==> config.mk <==
export PLATFORM = sky130hd
export DESIGN_NAME = wake_timer
export DESIGN_NICKNAME = d
export VERILOG_FILES = /design/src/rtl/wt_pkg.sv /design/src/rtl/wt_tick_sel.sv /design/src/rtl/wt_prescaler.sv /design/src/rtl/wt_downcount.sv /design/src/rtl/wake_timer.sv
export SDC_FILE = /design/constraint.sdc
export NUM_CORES = 1
export LEC_CHECK = 0
export ABC_AREA = 1
export ABC_CLOCK_PERIOD_IN_PS = 2100
export CORE_MARGIN = 2
export CORE_UTILIZATION = 56
export CTS_BUF_LIST = sky130_fd_sc_hd__clkbuf_2 sky130_fd_sc_hd__clkbuf_4 sky130_fd_sc_hd__clkbuf_8
export DETAILED_ROUTE_END_ITERATION = 16
export GPL_TIMING_DRIVEN = 0
export PLACE_DENSITY_LB_ADDON = 0.3
export RECOVER_POWER = 50
export SETUP_SLACK_MARGIN = 0.02
export SLEW_MARGIN = 5
export SYNTH_ARGS = -nofsm -noshare
export SYNTH_HDL_FRONTEND = slang
export SYNTH_SLANG_ARGS = --single-unit
export TNS_END_PERCENT = 30
==> constraint.sdc <==
create_clock -name clk -period 2.1 [get_ports clk]
set_clock_uncertainty 0.1 [all_clocks]
set_input_delay 0.42 -clock clk [delete_from_list [all_inputs] [get_ports clk]]
set_output_delay 0.42 -clock clk [all_outputs]
set_load 0.01 [all_outputs]
==> src/rtl/wt_pkg.sv <==
package wt_pkg;
  typedef enum logic [1:0] {
    WT_REG_RELOAD = 2'd0,
    WT_REG_CTRL   = 2'd1,
    WT_REG_COUNT  = 2'd2
  } wt_reg_e;

  localparam int CTL_EN   = 0;
  localparam int CTL_XSRC = 1;
  localparam int CTL_FLAG = 2;
  localparam int CTL_IE   = 3;
  localparam int CTL_W    = 4;
endpackage

==> src/rtl/wt_tick_sel.sv <==
module wt_tick_sel (
  input  logic src_xtal,
  input  logic cpu_is_xtal,
  input  logic xtal_tick,
  output logic tick
);
  logic use_xtal;
  always_comb begin
    use_xtal = src_xtal & ~cpu_is_xtal;
    tick     = use_xtal ? xtal_tick : 1'b1;
  end
endmodule

==> src/rtl/wt_prescaler.sv <==
module wt_prescaler #(
  parameter int PRE_W = 7
) (
  input  logic clk,
  input  logic rst,
  input  logic run,
  input  logic tick,
  output logic carry
);
  localparam logic [PRE_W-1:0] PRE_MAX = {PRE_W{1'b1}};
  logic [PRE_W-1:0] pre_q;

  assign carry = run & tick & (pre_q == PRE_MAX);

  always_ff @(posedge clk) begin
    if (rst || !run) pre_q <= '0;
    else if (tick)   pre_q <= pre_q + 1'b1;
  end
endmodule

==> src/rtl/wt_downcount.sv <==
module wt_downcount #(
  parameter int CNT_W = 16
) (
  input  logic             clk,
  input  logic             rst,
  input  logic             preset,
  input  logic [CNT_W-1:0] preset_val,
  input  logic             step,
  input  logic [CNT_W-1:0] reload_val,
  output logic [CNT_W-1:0] cnt,
  output logic             expire
);
  logic [CNT_W-1:0] cnt_q;

  assign cnt    = cnt_q;
  assign expire = step & (cnt_q == '0);

  always_ff @(posedge clk) begin
    if (rst)         cnt_q <= '1;
    else if (preset) cnt_q <= preset_val;
    else if (expire) cnt_q <= reload_val;
    else if (step)   cnt_q <= cnt_q - 1'b1;
  end
endmodule

==> src/rtl/wake_timer.sv <==
module wake_timer #(
  parameter int PRE_W = 7,
  parameter int CNT_W = 16
) (
  input  logic             clk,
  input  logic             por_rst,
  input  logic             cpu_is_xtal,
  input  logic             xtal_tick,
  input  logic             wr_en,
  input  logic [1:0]       wr_addr,
  input  logic [CNT_W-1:0] wr_data,
  input  logic [1:0]       rd_addr,
  output logic [CNT_W-1:0] rd_data,
  output logic             wake_req
);
  import wt_pkg::*;

  localparam int PAD_W = CNT_W - CTL_W;

  logic [CNT_W-1:0] reload_q;
  logic             en_q, src_q, flag_q, ie_q;
  logic             flag_d, ie_d;
  logic             wr_reload, wr_ctrl, preset;
  logic             tick, pre_carry, expire;
  logic [CNT_W-1:0] cnt_val;
  logic [CNT_W-1:0] rd_data_q;
  logic             wake_q;
  logic [CTL_W-1:0] ctrl_view;

  assign wr_reload = wr_en && (wr_addr == WT_REG_RELOAD);
  assign wr_ctrl   = wr_en && (wr_addr == WT_REG_CTRL);
  assign preset    = wr_reload && !en_q;

  wt_tick_sel u_sel (
    .src_xtal    (src_q),
    .cpu_is_xtal (cpu_is_xtal),
    .xtal_tick   (xtal_tick),
    .tick        (tick)
  );

  wt_prescaler #(.PRE_W(PRE_W)) u_pre (
    .clk   (clk),
    .rst   (por_rst),
    .run   (en_q),
    .tick  (tick),
    .carry (pre_carry)
  );

  wt_downcount #(.CNT_W(CNT_W)) u_cnt (
    .clk        (clk),
    .rst        (por_rst),
    .preset     (preset),
    .preset_val (wr_data),
    .step       (pre_carry),
    .reload_val (reload_q),
    .cnt        (cnt_val),
    .expire     (expire)
  );

  // Expiry outranks a software clear on the same edge.
  always_comb begin
    flag_d = flag_q;
    if (wr_ctrl && !wr_data[CTL_FLAG]) flag_d = 1'b0;
    if (expire)                        flag_d = 1'b1;
    ie_d = wr_ctrl ? wr_data[CTL_IE] : ie_q;
  end

  always_ff @(posedge clk) begin
    if (por_rst) begin
      reload_q <= '1;
      en_q     <= 1'b0;
      src_q    <= 1'b0;
      flag_q   <= 1'b0;
      ie_q     <= 1'b0;
      wake_q   <= 1'b0;
    end else begin
      if (wr_reload) reload_q <= wr_data;
      if (wr_ctrl) begin
        en_q  <= wr_data[CTL_EN];
        src_q <= wr_data[CTL_XSRC];
      end
      flag_q <= flag_d;
      ie_q   <= ie_d;
      wake_q <= flag_d & ie_d;
    end
  end

  always_comb begin
    ctrl_view           = '0;
    ctrl_view[CTL_EN]   = en_q;
    ctrl_view[CTL_XSRC] = src_q;
    ctrl_view[CTL_FLAG] = flag_q;
    ctrl_view[CTL_IE]   = ie_q;
  end

  always_ff @(posedge clk) begin
    if (por_rst) rd_data_q <= '0;
    else begin
      case (rd_addr)
        WT_REG_RELOAD: rd_data_q <= reload_q;
        WT_REG_CTRL:   rd_data_q <= {{PAD_W{1'b0}}, ctrl_view};
        WT_REG_COUNT:  rd_data_q <= cnt_val;
        default:       rd_data_q <= '0;
      endcase
    end
  end

  assign rd_data  = rd_data_q;
  assign wake_req = wake_q;
endmodule

# == Word level (Yosys, flattened, before mapping) ==
# Index checks and enable logic that the tools add are counted.
# W data, S select, Z words.
# classes
muxes,8
bitwise,6
n_eq_ne,4
reduce_logical,11
add_sub_neg,2
# ops
cell,count
$mux W16,3
$pmux W16 S3,1
$logic_not A16 Y1,1
$sub A16 B1 Y16 const B,1
$add A7 B1 Y7 const B,1
$eq A7 B7 Y1 const B,1
$and A1 B1 Y1,5
$eq A2 B1 Y1 const B,2
$logic_and A1 B1 Y1,4
$logic_not A2 Y1,2
$mux W1,4
$reduce_bool A3 Y1,1
$eq A2 B2 Y1 const B,1
$logic_not A1 Y1,2
$logic_or A1 B1 Y1,1
$not A1 Y1,1
# word_totals
reg_bits,60
output_inout_bits,17
wordCells,40
inputBits,25

# == Depth between registers and ports, before layout ==
# Gate-level depths: netlist of run 1.
# logic_depth
word_depth,8
mapped_depth,11
mapped_depth_nobuf,11

# == By module ==
# A second synthesis of run 1 with hierarchy kept.
# hier_totals
cells_unflattened,422
area_unflattened_um2,3051.7
# modules_own_cells
module,instances,seq_area_each_um2,area_per_inst_um2,cells_per_inst
wake_timer,1,740.7,1392.6,178
wt_downcount,1,320.3,1320.0,194
wt_prescaler,1,140.1,326.6,47
wt_tick_sel,1,0.0,12.5,3

# == Least setup slack after synthesis of run 1 ==
# No wires, ideal clock.
# synth_timing
kind,register to register
start,register u_pre.pre_q[0]
end,"register u_cnt.cnt_q[1], in the netlist u_cnt.cnt[1]"
t_required_ps,1878
path_buffers,1
setup_ps,122
stages_incl_launch_ff,11
setup_slack_ps,512
arrival_time_ps,1365
synth_period_minus_slack_ps,1588
path_cell_list,dfxtp_1 ha_1 inv_1 nor2_1 nand2_1 nor2_4 nor2_4 buf_6 nand2_1 nand2_1 nand3b_1
# synth_via
elab_chain_cells,5
elab_cells_between_ends,6
cone_classes,eq/ne: 1; mux: 2; bitwise: 2; reduce/logical: 1
# synth_lines
item,line,text
from (decl),wt_prescaler.sv:11,logic [PRE_W-1:0] pre_q;
from (signal assigned),wt_prescaler.sv:17,else if (tick) pre_q <= pre_q + 1'b1;
$eq A7 B7 Y1 (*),wt_prescaler.sv:13,assign carry = run & tick & (pre_q == PRE_MAX);
$and A1 B1 Y1 (*),wt_prescaler.sv:13,
$and A1 B1 Y1,wt_downcount.sv:16,assign expire = step & (cnt_q == '0);
$mux W16,wt_downcount.sv:21,else if (expire) cnt_q <= reload_val;
$mux W16,wt_downcount.sv:20,else if (preset) cnt_q <= preset_val;
to (signal assigned),wt_downcount.sv:20,
to (signal assigned),wt_downcount.sv:21,
to (signal assigned),wt_downcount.sv:22,else if (step) cnt_q <= cnt_q - 1'b1;
to (decl),wt_downcount.sv:13,logic [CNT_W-1:0] cnt_q;
# Mark *: on every way between the ends. The rest lies on a longest branch, timed or not.
# A chain may end at the register's enable or synchronous reset.

# == Worst setup path after layout of run 1 ==
# layout_timing
start,input port wr_addr[0]
end,register reload_q[12]
# layout_via
elab_chain_cells,2
# layout_lines
item,line,text
from (decl),wake_timer.sv:10,"input logic [1:0] wr_addr,"
$logic_not A2 Y1,wake_timer.sv:30,assign wr_reload = wr_en && (wr_addr == WT_REG_RELOAD);
$logic_and A1 B1 Y1,wake_timer.sv:30,
to (signal assigned),wake_timer.sv:77,if (wr_reload) reload_q <= wr_data;
to (decl),wake_timer.sv:20,logic [CNT_W-1:0] reload_q;
# Every way passes these cells.

==> impl_metrics.env, run 1 <==
export IMPL_ys_warn_count=0
export IMPL_place_worst_setup_slack_ns=-0.231
export IMPL_hpwl_um=5660
export IMPL_synth_cells=427
export IMPL_cp_arrival_ns=2.09
export IMPL_r2r_start="u_pre.pre_q[0]"
export IMPL_cts_sinks=60
export IMPL_top_layer_used="met4"
export IMPL_crit_fanout=10
export IMPL_cts_made_buffers=9
export IMPL_overflow=0
export IMPL_num_nets_final=506
export IMPL_dr_wl_met3_um=809
export IMPL_path_clk_slew_ns=0.06
export IMPL_hold_violations=0
export IMPL_track_usage=0.293
export IMPL_yosys_area_top_type="dfxtp_1"
export IMPL_area_delta_synth_final_pct=24.6
export IMPL_relSlewSlack=0.524
export IMPL_path_class="in2reg"
export IMPL_layout_drive_gt1_share=0.0888
export IMPL_synth_most_common_cell="nand2_1"
export IMPL_avgSynthCellArea_um2=7.00
export IMPL_rsz0062_at_grt="no"
export IMPL_finalSetupViolCount=0
export IMPL_wl_met1_um=3350
export IMPL_ys_flop_type="dfxtp_1"
export IMPL_num_fill_cells=451
export IMPL_firstDrtPassIters=5
export IMPL_end_kind="flop"
export IMPL_grt_pass1_wl_um=13700
export IMPL_holdBufCountCts=0
export IMPL_regArea_um2=1200
export IMPL_io_pins=42
export IMPL_fin_setup_tns_ns=0
export IMPL_hp_start="u_pre.pre_q[6]"
export IMPL_h_tree_depth=3
export IMPL_power_leakage_nw=1.72
export IMPL_synth_top_area_share=0.402
export IMPL_cp_startpoint="wr_addr[0]"
export IMPL_via_per_inst=5.55
export IMPL_clock_path_buffers=2
export IMPL_tritoncts="yes"
export IMPL_required_ns=2.20
export IMPL_fp_dieH_um=77.1
export IMPL_holdCritPathClass="reg2reg"
export IMPL_multiInputGateArea_um2=1530
export IMPL_post_route_util=0.725
export IMPL_clock_fmax_ghz=0.502
export IMPL_synth_top_cells_by_area="dfxtp_1, nand2_1, nand3_1"
export IMPL_grt_max_degree=11
export IMPL_initial_core_util=0.582
export IMPL_syn_area_um2=2990
export IMPL_die_w_um=77.1
export IMPL_wl_um=8280
export IMPL_die_area_um2=5940
export IMPL_antenna_found_initial=0
export IMPL_max_cap_violations=0
export IMPL_slew_viol_final=0
export IMPL_place_gp_congestion=0.965
export IMPL_rows=26
export IMPL_start_kind="primary input"
export IMPL_drc=0
export IMPL_portBuffers=41
export IMPL_synth_edf_count=0
export IMPL_tightest_slew_ns=0.714
export IMPL_cts_root_buf="clkbuf_8"
export IMPL_grt_pass1_vias=2923
export IMPL_ys_seq_area_frac=0.402
export IMPL_core_area_um2=5140
export IMPL_timing_final_ws_setup_ns=0.108
export IMPL_drtIter0Drc=268
export IMPL_ir_drop_mv=0.471
export IMPL_min_period_ns=1.99
export IMPL_antenna_cells=0
export IMPL_outcome="finished, final reports clean"
export IMPL_async_flop_share=0
export IMPL_avgRoutedWirePerCell_um=15.0
export IMPL_worst_skew_pair_late_latency_ns=0.36
export IMPL_power_density_nw_per_um2=743
export IMPL_yosysUniqueCellTypes=29
export IMPL_ys_top_cells_by_count="nand2_1, dfxtp_1, inv_1"
export IMPL_ys_seq_elements=60
export IMPL_synth_fp_nets=454
export IMPL_met2_length_um=3800
export IMPL_postRouteAntennaNets=0
export IMPL_vias=3076
export IMPL_post_route_period_util=0.949
[sequential cells by signal, indices dropped and copies added, names as in the netlist]
signal and count:
en_q 1, flag_q 1, ie_q 1, rd_data 16
reload_q 16, src_q 1, u_cnt.cnt 16, u_pre.pre_q 7
wake_req 1
[cell usage in the layout (no fill, tap or decap), types with 5 or more instances in the layout]
cell / instances
nand2_1: 133
dfxtp_1: 60
inv_1: 48
nand3_1: 37
nor2_1: 30
a21oi_1: 26
clkdlybuf4s50_1: 22
dlygate4sd3_1: 19
o21ai_0: 16
o211ai_1: 12
clkbuf_8: 12
clkbuf_1: 8
o211ai_2: 8
nor2_2: 5
nand4_1: 5
a31oi_1: 5
[cell type report]
type / instances / share of cell area
repair buffers: 41 / 0.110
plain buffers: 14 / 0.0212
multi-input cells: 304 / 0.410
clock buffers: 12 / 0.0443
well taps: 70 / 0.0235
clock inverters: 4 / 0.0188
inverters: 49 / 0.0494
flip-flops and latches: 60 / 0.322
[power by group]
group	total, W	switching [W]	internal [W]	leakage (nW)
Sequential	0.00124	0.0000459	0.00119	0.493
Combinational	0.000298	0.000166	0.000133	1.11
Clock	0.00123	0.000469	0.000761	0.122
[worst max-delay path, cell delays in order]
cell and delay [ns]:
dlygate4sd3_1 0.57, inv_1 0.05, nand3_1 0.10, clkbuf_1 0.45, clkbuf_2 0.38, o211ai_1 0.13
[layer usage]
metal / track usage / vias up
met5: 0 / -
li1: - / 1495
met4: 0.163 / 0
met2: 0.471 / 180
met3: 0.0635 / 40
met1: 0.365 / 1361
[repair_timing]
| action | in CTS | in global routing |
|---|---|---|
| setup buffers | 0 | 0 |
| endpoints found under the hold margin | 0 | 0 |
| setup endpoints to repair | 0 | 12 |
| resized for setup | 0 | 3 |
[worst paths after layout]
check	endpoint	slack (ns)	cells after the start
setup / recovery	reload_q[12]	0.11	6
hold / removal	u_pre.pre_q[6]	0.35	1
setup reg to reg	u_cnt.cnt[1]	0.20	10
hold reg to reg	u_pre.pre_q[6]	0.35	1
[stage by stage]
stage / total power [W] / cells / instance area [um2] / hold slack (ns)
6_report: 0.00277 / 554 / 3730 / 0.351
5_1_grt: 0.00286 / 554 / 3730 / 0.380
4_1_cts: 0.00278 / 554 / 3720 / 0.353
3_5_place_dp: 0.00156 / 538 / 3490 / 0.342
3_3_place_gp: 0.00155 / 538 / 3490 / 0.335
2_1_floorplan: 0.00141 / 427 / 2990 / 0.322
[kinds of logic after synthesis]
kind of cell	after synthesis	synth area share
fa+ha+maj	2	0.00837
xor+xnor	7	0.0205
simple gates	224	0.327
compound gates	71	0.154
buf+inv	63	0.0879
flops	60	0.402
(Power assumes the default switching activity.)
==> run 2: changes to the inputs <==
Settings changed: SLEW_MARGIN 5 to unset.
==> results of run 2 <==
No change in the layout: final DEF, timing and power equal those of run 1.
